==> src/rtl/fgp_pkg.sv <==
package fgp_pkg;

    localparam int PIN_W  = 16;
    localparam int ADDR_W = 4;

    localparam logic [31:0] OFF_DIR  = 32'h0;
    localparam logic [31:0] OFF_DATA = 32'h2;
    localparam logic [31:0] OFF_EN   = 32'h4;
    localparam logic [31:0] OFF_CLR  = 32'h6;

    typedef enum logic [1:0] {
        REG_DIR  = 2'd0,
        REG_DATA = 2'd1,
        REG_EN   = 2'd2,
        REG_CLR  = 2'd3
    } reg_sel_e;

    typedef struct packed {
        logic     hit;
        reg_sel_e sel;
    } dec_t;

    typedef struct packed {
        logic dir;
        logic data;
        logic en;
        logic clr;
    } wr_strobe_t;

    function automatic dec_t decode_addr(input logic [31:0] a);
        dec_t d;
        d.hit = 1'b1;
        d.sel = REG_DIR;
        case (a)
            OFF_DIR:  d.sel = REG_DIR;
            OFF_DATA: d.sel = REG_DATA;
            OFF_EN:   d.sel = REG_EN;
            OFF_CLR:  d.sel = REG_CLR;
            default:  d.hit = 1'b0;
        endcase
        return d;
    endfunction

endpackage

==> src/rtl/fgp_sync.sv <==
module fgp_sync #(
    parameter int PIN_W  = 16,
    parameter int STAGES = 2
) (
    input  logic             clk,
    input  logic             rst,
    input  logic [PIN_W-1:0] async_in,
    output logic [PIN_W-1:0] sync_out
);
    logic [PIN_W-1:0] stg [STAGES];

    always_ff @(posedge clk) begin
        if (rst) stg[0] <= '0;
        else     stg[0] <= async_in;
    end

    for (genvar s = 1; s < STAGES; s++) begin : g_stage
        always_ff @(posedge clk) begin
            if (rst) stg[s] <= '0;
            else     stg[s] <= stg[s-1];
        end
    end

    assign sync_out = stg[STAGES-1];
endmodule

==> src/rtl/fgp_regfile.sv <==
module fgp_regfile
    import fgp_pkg::*;
#(
    parameter int PIN_W  = 16,
    parameter int ADDR_W = 4
) (
    input  logic              clk,
    input  logic              rst,
    input  logic              bus_sel,
    input  logic              bus_wr,
    input  logic [ADDR_W-1:0] bus_addr,
    input  logic [PIN_W-1:0]  bus_wdata,
    input  logic [PIN_W-1:0]  sync_in,
    output logic [PIN_W-1:0]  bus_rdata,
    output logic [PIN_W-1:0]  dir_q,
    output logic [PIN_W-1:0]  data_q,
    output logic [PIN_W-1:0]  en_q
);
    dec_t             dec;
    wr_strobe_t       wr;
    logic [PIN_W-1:0] in_mask;
    logic [PIN_W-1:0] data_view;
    logic [PIN_W-1:0] data_nxt;

    always_comb dec = decode_addr(32'(bus_addr));

    always_comb begin
        wr = '0;
        if (bus_sel && bus_wr && dec.hit) begin
            case (dec.sel)
                REG_DIR:  wr.dir  = 1'b1;
                REG_DATA: wr.data = 1'b1;
                REG_EN:   wr.en   = 1'b1;
                REG_CLR:  wr.clr  = 1'b1;
                default:  wr      = '0;
            endcase
        end
    end

    // one write source per data bit per cycle
    always_comb begin
        if (wr.data)     data_nxt = bus_wdata;
        else if (wr.clr) data_nxt = data_q & bus_wdata;
        else             data_nxt = data_q;
    end

    always_ff @(posedge clk) begin
        if (rst) begin
            dir_q  <= '0;
            en_q   <= '0;
            data_q <= '0;
        end else begin
            if (wr.dir) dir_q <= bus_wdata;
            if (wr.en)  en_q  <= bus_wdata;
            data_q <= data_nxt;
        end
    end

    assign in_mask   = en_q & ~dir_q;
    assign data_view = (data_q & ~in_mask) | (sync_in & in_mask);

    always_comb begin
        bus_rdata = '0;
        if (bus_sel && !bus_wr && dec.hit) begin
            case (dec.sel)
                REG_DIR:  bus_rdata = dir_q;
                REG_DATA: bus_rdata = data_view;
                REG_EN:   bus_rdata = en_q;
                REG_CLR:  bus_rdata = data_view;
                default:  bus_rdata = '0;
            endcase
        end
    end
endmodule

==> src/rtl/fgp_pinmux.sv <==
module fgp_pinmux #(
    parameter int PIN_W = 16
) (
    input  logic [PIN_W-1:0] en_q,
    input  logic [PIN_W-1:0] dir_q,
    input  logic [PIN_W-1:0] data_q,
    input  logic [PIN_W-1:0] slow_out,
    input  logic [PIN_W-1:0] slow_oe,
    output logic [PIN_W-1:0] pin_out,
    output logic [PIN_W-1:0] pin_oe
);
    for (genvar p = 0; p < PIN_W; p++) begin : g_pin
        logic owned;
        assign owned      = en_q[p] & dir_q[p];
        assign pin_out[p] = owned ? data_q[p] : slow_out[p];
        assign pin_oe[p]  = owned ? 1'b1      : slow_oe[p];
    end
endmodule

==> src/rtl/fast_gpio_port.sv <==
module fast_gpio_port #(
    parameter int PIN_W  = fgp_pkg::PIN_W,
    parameter int ADDR_W = fgp_pkg::ADDR_W
) (
    input  logic              clk,
    input  logic              rst,
    input  logic              bus_sel,
    input  logic              bus_wr,
    input  logic [ADDR_W-1:0] bus_addr,
    input  logic [PIN_W-1:0]  bus_wdata,
    output logic [PIN_W-1:0]  bus_rdata,
    input  logic [PIN_W-1:0]  pin_in,
    input  logic [PIN_W-1:0]  slow_out,
    input  logic [PIN_W-1:0]  slow_oe,
    output logic [PIN_W-1:0]  pin_out,
    output logic [PIN_W-1:0]  pin_oe
);
    logic [PIN_W-1:0] dir_q;
    logic [PIN_W-1:0] data_q;
    logic [PIN_W-1:0] en_q;
    logic [PIN_W-1:0] pin_sync;

    fgp_sync #(.PIN_W(PIN_W), .STAGES(2)) u_sync (
        .clk      (clk),
        .rst      (rst),
        .async_in (pin_in),
        .sync_out (pin_sync)
    );

    fgp_regfile #(.PIN_W(PIN_W), .ADDR_W(ADDR_W)) u_regs (
        .clk       (clk),
        .rst       (rst),
        .bus_sel   (bus_sel),
        .bus_wr    (bus_wr),
        .bus_addr  (bus_addr),
        .bus_wdata (bus_wdata),
        .sync_in   (pin_sync),
        .bus_rdata (bus_rdata),
        .dir_q     (dir_q),
        .data_q    (data_q),
        .en_q      (en_q)
    );

    fgp_pinmux #(.PIN_W(PIN_W)) u_mux (
        .en_q     (en_q),
        .dir_q    (dir_q),
        .data_q   (data_q),
        .slow_out (slow_out),
        .slow_oe  (slow_oe),
        .pin_out  (pin_out),
        .pin_oe   (pin_oe)
    );
endmodule

==> config.mk <==
export PLATFORM = sky130hd
export DESIGN_NAME = fast_gpio_port
export DESIGN_NICKNAME = d
export VERILOG_FILES = /design/src/rtl/fgp_pkg.sv /design/src/rtl/fgp_sync.sv /design/src/rtl/fgp_regfile.sv /design/src/rtl/fgp_pinmux.sv /design/src/rtl/fast_gpio_port.sv
export SDC_FILE = /design/constraint.sdc
export NUM_CORES = 1
export LEC_CHECK = 0
export ABC_AREA = 1
export BUFFER_PORTS_ARGS = -buffer_cell sky130_fd_sc_hd__buf_2
export CELL_PAD_IN_SITES_DETAIL_PLACEMENT = 0
export CELL_PAD_IN_SITES_GLOBAL_PLACEMENT = 1
export CORE_UTILIZATION = 38
export DETAILED_ROUTE_END_ITERATION = 8
export HOLD_SLACK_MARGIN = 0.08
export PLACE_DENSITY_LB_ADDON = 0.05
export SYNTH_ARGS = -nofsm -noshare
export SYNTH_HDL_FRONTEND = slang
export SYNTH_SLANG_ARGS = --single-unit
==> constraint.sdc <==
create_clock -name clk -period 2.5 [get_ports clk]
set_input_delay 0.375 -clock clk [delete_from_list [all_inputs] [get_ports clk]]
set_output_delay 0.375 -clock clk [all_outputs]
set_load 0.01 [all_outputs]
# After elaboration in Yosys (flattened, before gate mapping)
# Memory sizes are Yosys's and may differ from the RTL's.
# Cells that the tools add are included.
[totals] reg_bits=48 mem_bits_rw=32 in_bits=72 out_inout_bits=48 elab_cells=93 mem_count=1
[op_classes] n_eq_ne=6 muxes=48 bitwise=25 n_reduce_logical=10
[mem_list] memory="u_sync.stg" words=2 word_bits=16 read_ports=2 rd_clocked_by_memory_dff=0 write_ports=2 line="fgp_sync.sv:10" rtl="logic [PIN_W-1:0] stg [STAGES];"
[ops] op="$mux 16" n=5
[ops] op="$and 16x16->16" n=4
[ops] op="$pmux 16 s3" n=1
[ops] op="$mux 1" n=40
[ops] op="$not 16->16" n=2
[ops] op="$and 1x1->1" n=16
[ops] op="$or 16x16->16" n=1
[ops] op="$eq 4x3->1 const B" n=2
[ops] op="$pmux 2 s3" n=1
[ops] op="$eq 2x2->1 const B" n=2
[ops] op="$eq 4x2->1 const B" n=1
[ops] op="$logic_and 1x1->1" n=4
[ops] op="$logic_not 4->1" n=1
[ops] op="$mux 4" n=1
[ops] op="$reduce_or 4->1" n=1
[ops] op="$eq 2x1->1 const B" n=1
[ops] op="$logic_not 2->1" n=1
[ops] op="$or 1x1->1" n=2
[ops] op="$reduce_bool 2->1" n=1
[ops] op="$reduce_or 2->1" n=1
[ops] op="$logic_not 1->1" n=1

# Longest topological paths before layout
# Gate-level depths: netlist (run 1).
[logic_depth] word_depth=7 ltp_mapped=8 ltp_nobuf=8

# Cells and area by module
# A second synthesis (run 1) with hierarchy kept.
[hier_totals] cells_unflattened=669 area_unflattened_um2=4051.4
[modules_own_cells] module="fgp_regfile" instances=1 cells_per_inst=474 area_per_inst_um2=2756.4 seq_area_each_um2=960.9
[modules_own_cells] module="fgp_sync" instances=1 cells_per_inst=99 area_per_inst_um2=914.6 seq_area_each_um2=640.6
[modules_own_cells] module="fgp_pinmux" instances=1 cells_per_inst=96 area_per_inst_um2=380.4 seq_area_each_um2=0.0

# Worst setup path after synthesis (run 1)
# No wires, ideal clock.
[synth_path] kind="in2out" startpoint="input port bus_addr[1]" endpoint="output port bus_rdata[10]" arrival_ns=1.144 slack_ns=0.981 cell_stages=6 path_buffers=1 cell_sequence="o21ai_2 > buf_2 > nand2_1 > nand3_1 > nand2_1 > inv_1"
[synth_via] elab_chain_len=6
[synth_lines] element="from (decl)" line="fast_gpio_port.sv:9" rtl="input logic [ADDR_W-1:0] bus_addr,"
[synth_lines] element="$eq 4x3->1 / $eq 4x2->1 (equally long branches)" line="fgp_pkg.sv:34" rtl="case (a)"
[synth_lines] element="$pmux 2 s3" line="fgp_pkg.sv:34"
[synth_lines] element="$eq 2x1->1 / $eq 2x2->1 (equally long branches)" line="fgp_regfile.sv:65" rtl="case (dec.sel)"
[synth_lines] element="$reduce_or 2->1 (no source line)"
[synth_lines] element="$pmux 16 s3" line="fgp_regfile.sv:65"
[synth_lines] element="$mux 16 *" line="fgp_regfile.sv:64" rtl="if (bus_sel && !bus_wr && dec.hit) begin"
[synth_lines] element="to (decl)" line="fast_gpio_port.sv:11" rtl="output logic [PIN_W-1:0] bus_rdata,"
# Every way passes the cells marked *; elsewhere a longest branch is shown, timed or not.

# Worst setup path in the final report (run 1)
[layout_path] startpoint="input port bus_addr[2]" endpoint="output port bus_rdata[12]"
# Same word-level chain as after synthesis.

==> flow_summary.toml, run 1 <==
[routing]
antenna_left = 0
drt-pass1-iter-count = 4
wl_mm = 10.10
vias = 3762
via_per_inst = 4.299
first_iter_violations = 141
route.detailed.drc = 0
wl_per_cell_microns = 11.54

[run_status]
status = "complete, no violations"

[synthesis]
ys_types = 21
yosys.area.top_type_share_pct = 40.63
synthCells = 620
syn_area_sq_um = 3941
ys_warn_count = 0
synth_common_cells = "nand2_1 (195), nor2_1 (129), inv_1 (101), dfxtp_1 (80), nand3_1 (48)"
ys_seq_area_share_pct = 40.63
ys_async_sr_fraction_pct = 0
syn-num-nets = 692
synth_flop_cell = "dfxtp_1"
syn_avg_cell_area_sq_um = 6.357
ys_seq_elements = 80
yosys-top-cells-area = "dfxtp_1 (41%), nand2_1 (19%), nor2_1 (12%)"
synth_most_common_cell = "nand2_1"
yosysTopAreaCell = "dfxtp_1"
synth_edf_count = 0

[cts]
cts_resized = 0
numCtsBuffers = 9
post_cts_buffers = 0
tritoncts = "built"
ctsHoldBuffers = 0
cts_sinks = 80
clk_latency_ns = 0.33
clockBufferDepth = 2
h-tree-depth = 3
clkTransAtPathRegs_ns = 0.08
root_buffer = "clkbuf_8"

[finish]
final_cells = 875
area_growth_pct = 22.06
multi_input_area_sq_um = 1824
layout-drive-gt1-share_pct = 23.05
nets = 809
fillers = 1075
regArea_sq_um = 1602
finalInstanceArea_sq_um = 4811
num_antenna_cells = 0

[power]
power.density_nw_per_um2 = 511.2
ir_drop_v = 0.0002677
p_leak_nw = 2.547

[die]
die_h_microns = 103.8
start_util_pct = 39.77
rows = 36
die-area_sq_um = 10780
io-pin-count = 120
die_x_microns = 103.8
core_sq_um = 9910

[worst_setup_path]
cp_top_family = "compound AO/OA/AOI/OAI gates"
worst-path-buf-inv = 3
crit_slowest_cell = "o21ai_2"
crit_path_end_kind = "primary output"
crit_path_max_fanout = 17
crit_path_start_kind = "primary input"
cp.arrival_ns = 1.74
cp_cell_sequence = "buf_2, o21ai_2, nand2_1, nand3_1, nand2_1, inv_1, buf_2"
path_class = "in -> out"
worst_path_largest_cell_delay_ns = 0.74
required_ns = 2.12

[placed_design]
placed_area_sq_um = 4636
dp_cells = 859
port_buffers = 119
dp_hpwl_mm = 6.820
dp_worst_setup_slack_ns = 0.3654
place_congestion = 0.7491

[timing]
clock.fmax_mhz = 473.1
relSlewSlack_pct = 36.01
hold_viol_final = 0
period_share_pct = 84.56
clock_skew_ns = 0.004111
fin_ws_ns = 0.3861
slew_violations = 0
final_period_minus_worst_setup_slack_ns = 2.114
rsz0062_at_grt = "false"
tightestPinTransition_ns = 0.9599
setup-tns-final_ns = 0
setup_viol = 0

[global_route]
grt_overflow_total = 0
grt_max_degree = 49
antenna_found_initial = 0
grt_pass1_vias = 3401
grt_first_pass_wirelength_mm = 16.62
track_usage_pct = 19.29

[job]
maxCapViolations = 0

[worst_hold_path]
min_path_type = "in -> reg"
==> layout make-up <==
type / count / share of cell area [%]
clock buffers: 12 / 3.017
repair buffers: 127 / 13.63
well taps: 133 / 3.459
inverters: 103 / 8.062
flip-flops and latches: 80 / 33.29
clock inverters: 4 / 0.6242
multi-input cells: 416 / 37.92
==> power by group <==
part | total, mW | switching [mW] | internal, mW
Sequential | 1.33 | 0.0193 | 1.31
Combinational | 0.276 | 0.160 | 0.116
Clock | 0.855 | 0.466 | 0.389
Total | 2.46 | 0.645 | 1.81
==> sequential cells by signal, summed over array words and instances, names as in the netlist <==
signal / cells
u_regs.dir_q: 16
u_regs.en_q: 16
u_sync.stg: 32
u_regs.data_q: 16
==> layout by cell type, fill, tap and decap left out, types with 2 or more instances in the layout <==
cell type,Yosys,layout
buf_2,5,119
buf_4,3,8
clkbuf_1,5,2
clkbuf_8,0,10
clkinvlp_4,0,4
dfxtp_1,80,80
inv_1,101,101
mux2_2,16,16
nand2_1,195,195
nand2_2,2,2
nand3_1,48,48
nor2_1,129,129
nor2_2,4,4
nor2_4,3,3
o21ai_0,16,16
==> logic make-up (layout without fill, tap and decap cells) <==
kind of cell    Yosys count  in the layout  share of synthesized area (%)
simple gates            383            383                          39.46
buf+inv                 124            246                          13.08
flops                    80             80                          40.64
compound gates           17             17                          2.254
mux                      16             16                          4.571
==> per-stage QoR <==
stage | total power [mW] | hold WS, ns | utilization (%)
after CTS | 2.494 | 0.2163 | 48.55
after floorplan | 1.510 | 0.3883 | -
after detailed placement | 1.638 | 0.3916 | 46.78
after global placement | 1.633 | 0.3904 | 46.78
final | 2.460 | 0.2334 | 48.55
after global routing | 2.586 | 0.2155 | 48.55
==> path summary, 6_finish.rpt <==
check | startpoint | endpoint | slack, ns | depth (start not counted)
worst min register to register | u_sync.stg[0][3]$_SDFF_PP0_ | u_sync.stg[1][3]$_SDFF_PP0_ | 0.40 | 2
worst max register to register | u_regs.en_q[1]$_SDFFE_PP0P_ | u_regs.en_q[1]$_SDFFE_PP0P_ | 1.86 | 2
worst min-delay path | pin_in[9] | u_sync.stg[0][9]$_SDFF_PP0_ | 0.23 | 3
worst max-delay path | bus_addr[2] | bus_rdata[12] | 0.39 | 7
==> worst register-to-register path, cell delays in order, from the launching register on <==
cell     delay [ns]
dfxtp_1        0.40
nor2_1         0.07
nor2_1         0.11
==> routing by layer <==
metal | share of wire [%] | GRT usage (%) | vias up
met5 | 0 | 0 | -
met4 | 0.31 | 4.898 | 0
met3 | 3.5 | 2.832 | 2
met2 | 48 | 32.76 | 73
met1 | 49 | 25.56 | 1613
li1 | - | - | 2074
(Power assumes the default switching activity.)
==> inputs of run 2 (changes only) <==
CORE_UTILIZATION = 31   (was 38)
clock period = 1.9 ns   (was 2.5 ns; I/O delays follow)
==> flow_summary.toml, run 2 (same netlist as run 1, synthesis figures left out) <==
[placed_design]
placed_area_sq_um = 4730
dp_hpwl_mm = 7.543
dp_cells = 899
place_congestion = 0.7646
port_buffers = 119
dp_worst_setup_slack_ns = -0.04188

[finish]
final_cells = 915
fillers = 1389
top_register = "u_sync.stg"
nets = 814
area_growth_pct = 27.81
final_common_cell = "nand2_1"
layout-drive-gt1-share_pct = 23.56
num_antenna_cells = 0
largest_register_ffs = 32
finalInstanceArea_sq_um = 5037
final_core_util_pct = 41.25
layout_common_cells = "nand2_1 (195), nor2_1 (129), buf_2 (119)"

[power]
p_int_mw = 2.971
power_frac_clock_pct = 44.9
power_frac_comb_pct = 9.7
power.density_nw_per_um2 = 766.1
power.share.switching_pct = 23.02
ir_drop_v = 0.0003274
p_sw_mw = 0.8883
seq_power_share_pct = 45.4
fin_total_pwr_mw = 3.859
p_leak_nw = 2.649

[cts]
clockBufferDepth = 2
ctsHoldBuffers = 0
h-tree-depth = 3
clk_latency_ns = 0.33
root_buffer = "clkbuf_16"
clkTransAtPathRegs_ns = 0.06
numCtsBuffers = 9
cts_sinks = 80
tritoncts = "built"

[worst_setup_path]
cp.arrival_ns = 1.38
crit_path_max_fanout = 16
crit_path_end_kind = "primary output"
rr_startpoint = "u_regs.dir_q[7]$_SDFFE_PP0P_"
path_class = "in -> out"
crit_path_start_kind = "primary input"
crit_path_start = "bus_addr[1]"
required_ns = 1.62

[timing]
relSlewSlack_pct = 60.03
tightestPinTransition_ns = 0.5973
holdWs_ns = 0.1526
setup_viol = 0
rsz0062_at_grt = "false"
clock.fmax_mhz = 598.8
setup-tns-final_ns = 0
fin_ws_ns = 0.2301
final_period_minus_worst_setup_slack_ns = 1.670
clock_skew_ns = 0.005066
period_share_pct = 87.89
hold_viol_final = 0
slew_violations = 0

[global_route]
track_usage_pct = 17.47
grt_max_degree = 33
grt_pass1_vias = 3388
antenna_found_initial = 0
grt_first_pass_wirelength_mm = 17.35
grt_overflow_total = 0

[job]
maxCapViolations = 0

[die]
die-area_sq_um = 13170
start_util_pct = 32.27
core_sq_um = 12210
io-pin-count = 120
die_x_microns = 114.8
rows = 40
die_h_microns = 114.8

[worst_hold_path]
min_path_type = "in -> reg"
min_from = "pin_in[3]"

[routing]
wl_per_cell_microns = 11.89
drt-pass1-iter-count = 4
route.detailed.drc = 0
first_iter_violations = 115
wl_mm = 10.88
antenna_left = 0
vias = 3787
via_per_inst = 4.139

[run_status]
status = "complete, no violations"
==> run 2: cell types whose count changed in the layout (fill, tap and decap cells not counted) <==
cell,previous run,this run
o21ai_4,0,1
o21ai_2,1,0
buf_12,0,1
buf_4,8,12
clkbuf_16,0,9
clkinvlp_4,4,0
bufinv_16,0,1
clkbuf_8,10,2
clkinv_2,1,3
==> run 2: power groups by stage <==
stage	registers, mW	logic [mW]	clock network [mW]
2_1_floorplan	1.78	0.208	0
3_3_place_gp	1.79	0.373	0
3_5_place_dp	1.79	0.379	0
4_1_cts	1.75	0.382	1.78
5_1_grt	1.76	0.427	1.86
6_report	1.75	0.376	1.73
==> run 2: final timing paths <==
path / to / slack, ns / cells after the start
worst max-delay path: bus_rdata[5] / 0.23 / 10
worst min-delay path: u_sync.stg[0][3]$_SDFF_PP0_ / 0.15 / 3
worst max register to register: u_regs.dir_q[7]$_SDFFE_PP0P_ / 1.27 / 2
worst min register to register: u_sync.stg[1][6]$_SDFF_PP0_ / 0.40 / 2
==> run 2: area by class of cell <==
type	instances	area [sq um]	share of cell area, %
clock buffers	13	260.3	5.166
inverters	103	387.9	7.700
flip-flops and latches	80	1602	31.79
multi-input cells	416	1832	36.36
clock inverters	3	40.04	0.7948
well taps	168	210.2	4.173
repair buffers	132	705.7	14.01
==> run 2: routing by layer <==
layer  GRT usage (%)  part of all wire, %
met1           23.20                   50
met3           3.374                  3.9
met4           5.195                 0.75
met5               0                    0
met2           28.81                   45
==> run 2: critical path: stages <==
cell	delay (ns)
buf_2	0.11
buf_4	0.11
inv_1	0.08
nor2_2	0.11
buf_4	0.27
nand2_1	0.12
nand3_1	0.08
nand2_1	0.05
inv_1	0.05
buf_2	0.12
==> run 2: repair_timing <==
action                                  CTS  global route
gates resized for setup                   1             0
buffers inserted                          0             0
endpoints found under the setup margin   16             0
==> inputs of run 3 (changes only) <==
CORE_MARGIN = 4   (was not set)
CORE_UTILIZATION = 35   (was 31)
clock period = 1.7 ns   (was 1.9 ns; I/O delays follow)
==> flow_summary.toml, run 3 (same netlist as run 1, synthesis figures left out) <==
[die]
die-area_sq_um = 13020
start_util_pct = 36.04
rows = 38
core_sq_um = 10940
io-pin-count = 120
die_x_microns = 114.1
die_h_microns = 114.1

[placed_design]
dp_hpwl_mm = 7.615
place_congestion = 0.8016
dp_worst_setup_slack_ns = 0.2286
port_buffers = 119

[timing]
hold_viol_final = 0
setup-tns-final_ns = 0
holdWs_ns = 0.1138
clock_skew_ns = 0.005056
tightestPinTransition_ns = 0.2906
setup_viol = 0
rsz0062_at_grt = "false"
clock.fmax_mhz = 645.7
relSlewSlack_pct = 80.63
slew_violations = 0
fin_ws_ns = 0.1513
period_share_pct = 91.10
final_period_minus_worst_setup_slack_ns = 1.549

[finish]
num_antenna_cells = 0
nets = 813
multi_input_area_sq_um = 1824
largest_register_ffs = 32
layout-drive-gt1-share_pct = 24.13
regArea_sq_um = 1605
top_register = "u_sync.stg"
layout_common_cells = "nand2_1 (195), nor2_1 (129), buf_2 (119)"
fillers = 1155
final_common_cell = "nand2_1"
area_growth_pct = 29.30

[power]
seq_power_share_pct = 44.4
p_int_mw = 3.378
power_frac_clock_pct = 45.8
power.share.switching_pct = 23.42
p_sw_mw = 1.033
power_frac_comb_pct = 9.8
ir_drop_v = 0.0006230
power.density_nw_per_um2 = 865.5
p_leak_nw = 2.676

[worst_setup_path]
required_ns = 1.44
rr_startpoint = "u_regs.en_q[14]$_SDFFE_PP0P_"
ff2ff_path_depth = 2
path_class = "reg -> out"
crit_path_max_fanout = 4
cpMostUsedCell = "nand2_1"
crit_slowest_cell = "dfxtp_1"
r2r_slack_ns = 1.07
rr_endpoint = "u_regs.en_q[14]$_SDFFE_PP0P_"
worst_path_largest_cell_delay_ns = 0.38
crit_path_end_kind = "primary output"
cp_cell_sequence = "inv_1, nand2_1, nand2_1, nand2_1, nand2_1, nand3_1, nand2_1, inv_1, buf_2"
crit_path_start_kind = "register"
cp.arrival_ns = 1.29

[cts]
ctsHoldBuffers = 0
clkTransAtPathRegs_ns = 0.06
clockBufferDepth = 2
cts_resized = 0
clk_latency_ns = 0.34
cts_sinks = 80
post_cts_buffers = 0
tritoncts = "built"
root_buffer = "clkbuf_16"
h-tree-depth = 3
numCtsBuffers = 9

[worst_hold_path]
min_from = "pin_in[9]"
min_path_type = "in -> reg"
holdPathEnd = "u_sync.stg[0][9]$_SDFF_PP0_"
min_path_cells = 3

[global_route]
grt_first_pass_wirelength_mm = 17.74
grt_overflow_total = 0
antenna_found_initial = 0
track_usage_pct = 17.42
grt_pass1_vias = 3568
grt_max_degree = 49

[routing]
route.detailed.drc = 0
vias = 3879
wl_per_cell_microns = 12.11
first_iter_violations = 167
wl_mm = 10.73
drt-pass1-iter-count = 4
via_per_inst = 4.378
antenna_left = 0

[job]
maxCapViolations = 0

[run_status]
status = "complete, no violations"
==> run 3: changes by cell type in the layout (fill, tap and decap cells not counted), moves of 2 or more <==
cell,change
dfxtp_2,+3
buf_4,-8
buf_12,+7
dfxtp_1,-3
clkbuf_1,-2
==> run 3: critical path: cells and delay by family (launching register included) <==
family | cells | cell delay [ns]
AND/OR/NAND/NOR | 6 | 0.34
flip-flops | 1 | 0.38
buffers and inverters | 3 | 0.24
==> run 3: how the worst max path moves through the flow <==
stage                                 start       endpoint
2_1_floorplan                   bus_addr[1]  bus_rdata[10]
3_3_place_gp                    bus_addr[0]   bus_rdata[5]
3_5_place_dp                    bus_addr[0]   bus_rdata[5]
4_1_cts        u_regs.dir_q[5]$_SDFFE_PP0P_   bus_rdata[5]
5_1_grt        u_regs.en_q[13]$_SDFFE_PP0P_  bus_rdata[13]
6_report       u_regs.dir_q[7]$_SDFFE_PP0P_   bus_rdata[7]
==> run 3: layout make-up <==
type,count,area share [%]
Sequential cell,80,31.50
Inverter,103,7.611
Clock buffer,12,5.230
Clock inverter,4,1.007
Multi-Input combinational cell,416,35.80
Tap cell,140,3.437
Timing Repair Buffer,131,15.42
==> run 3: layer usage <==
layer	global-route usage, %	wire length [microns]	vias to the layer above
met3	4.387	676	8
met1	22.29	4802	1694
met5	0	0	-
met2	28.88	5150	96
li1	-	-	2081
met4	5.463	97	0
==> run 3: through the flow <==
| stage | cell area [sq um] | power [mW] | util (%) | cells |
|---|---|---|---|---|
| after floorplan | 3941 | 2.221 | - | 620 |
| after global placement | 4775 | 2.432 | 43.66 | 870 |
| after detailed placement | 4775 | 2.437 | 43.66 | 870 |
| after CTS | 5092 | 4.481 | 46.57 | 886 |
| after global routing | 5096 | 4.627 | 46.60 | 886 |
| final | 5096 | 4.410 | 46.60 | 886 |
==> run 3: power groups by stage <==
stage,registers (mW),clock network [mW],logic [mW]
after floorplan,1.99,0,0.232
after global placement,2.00,0,0.432
after detailed placement,2.00,0,0.437
after CTS,1.96,2.08,0.439
after global routing,1.96,2.17,0.490
final,1.96,2.02,0.432
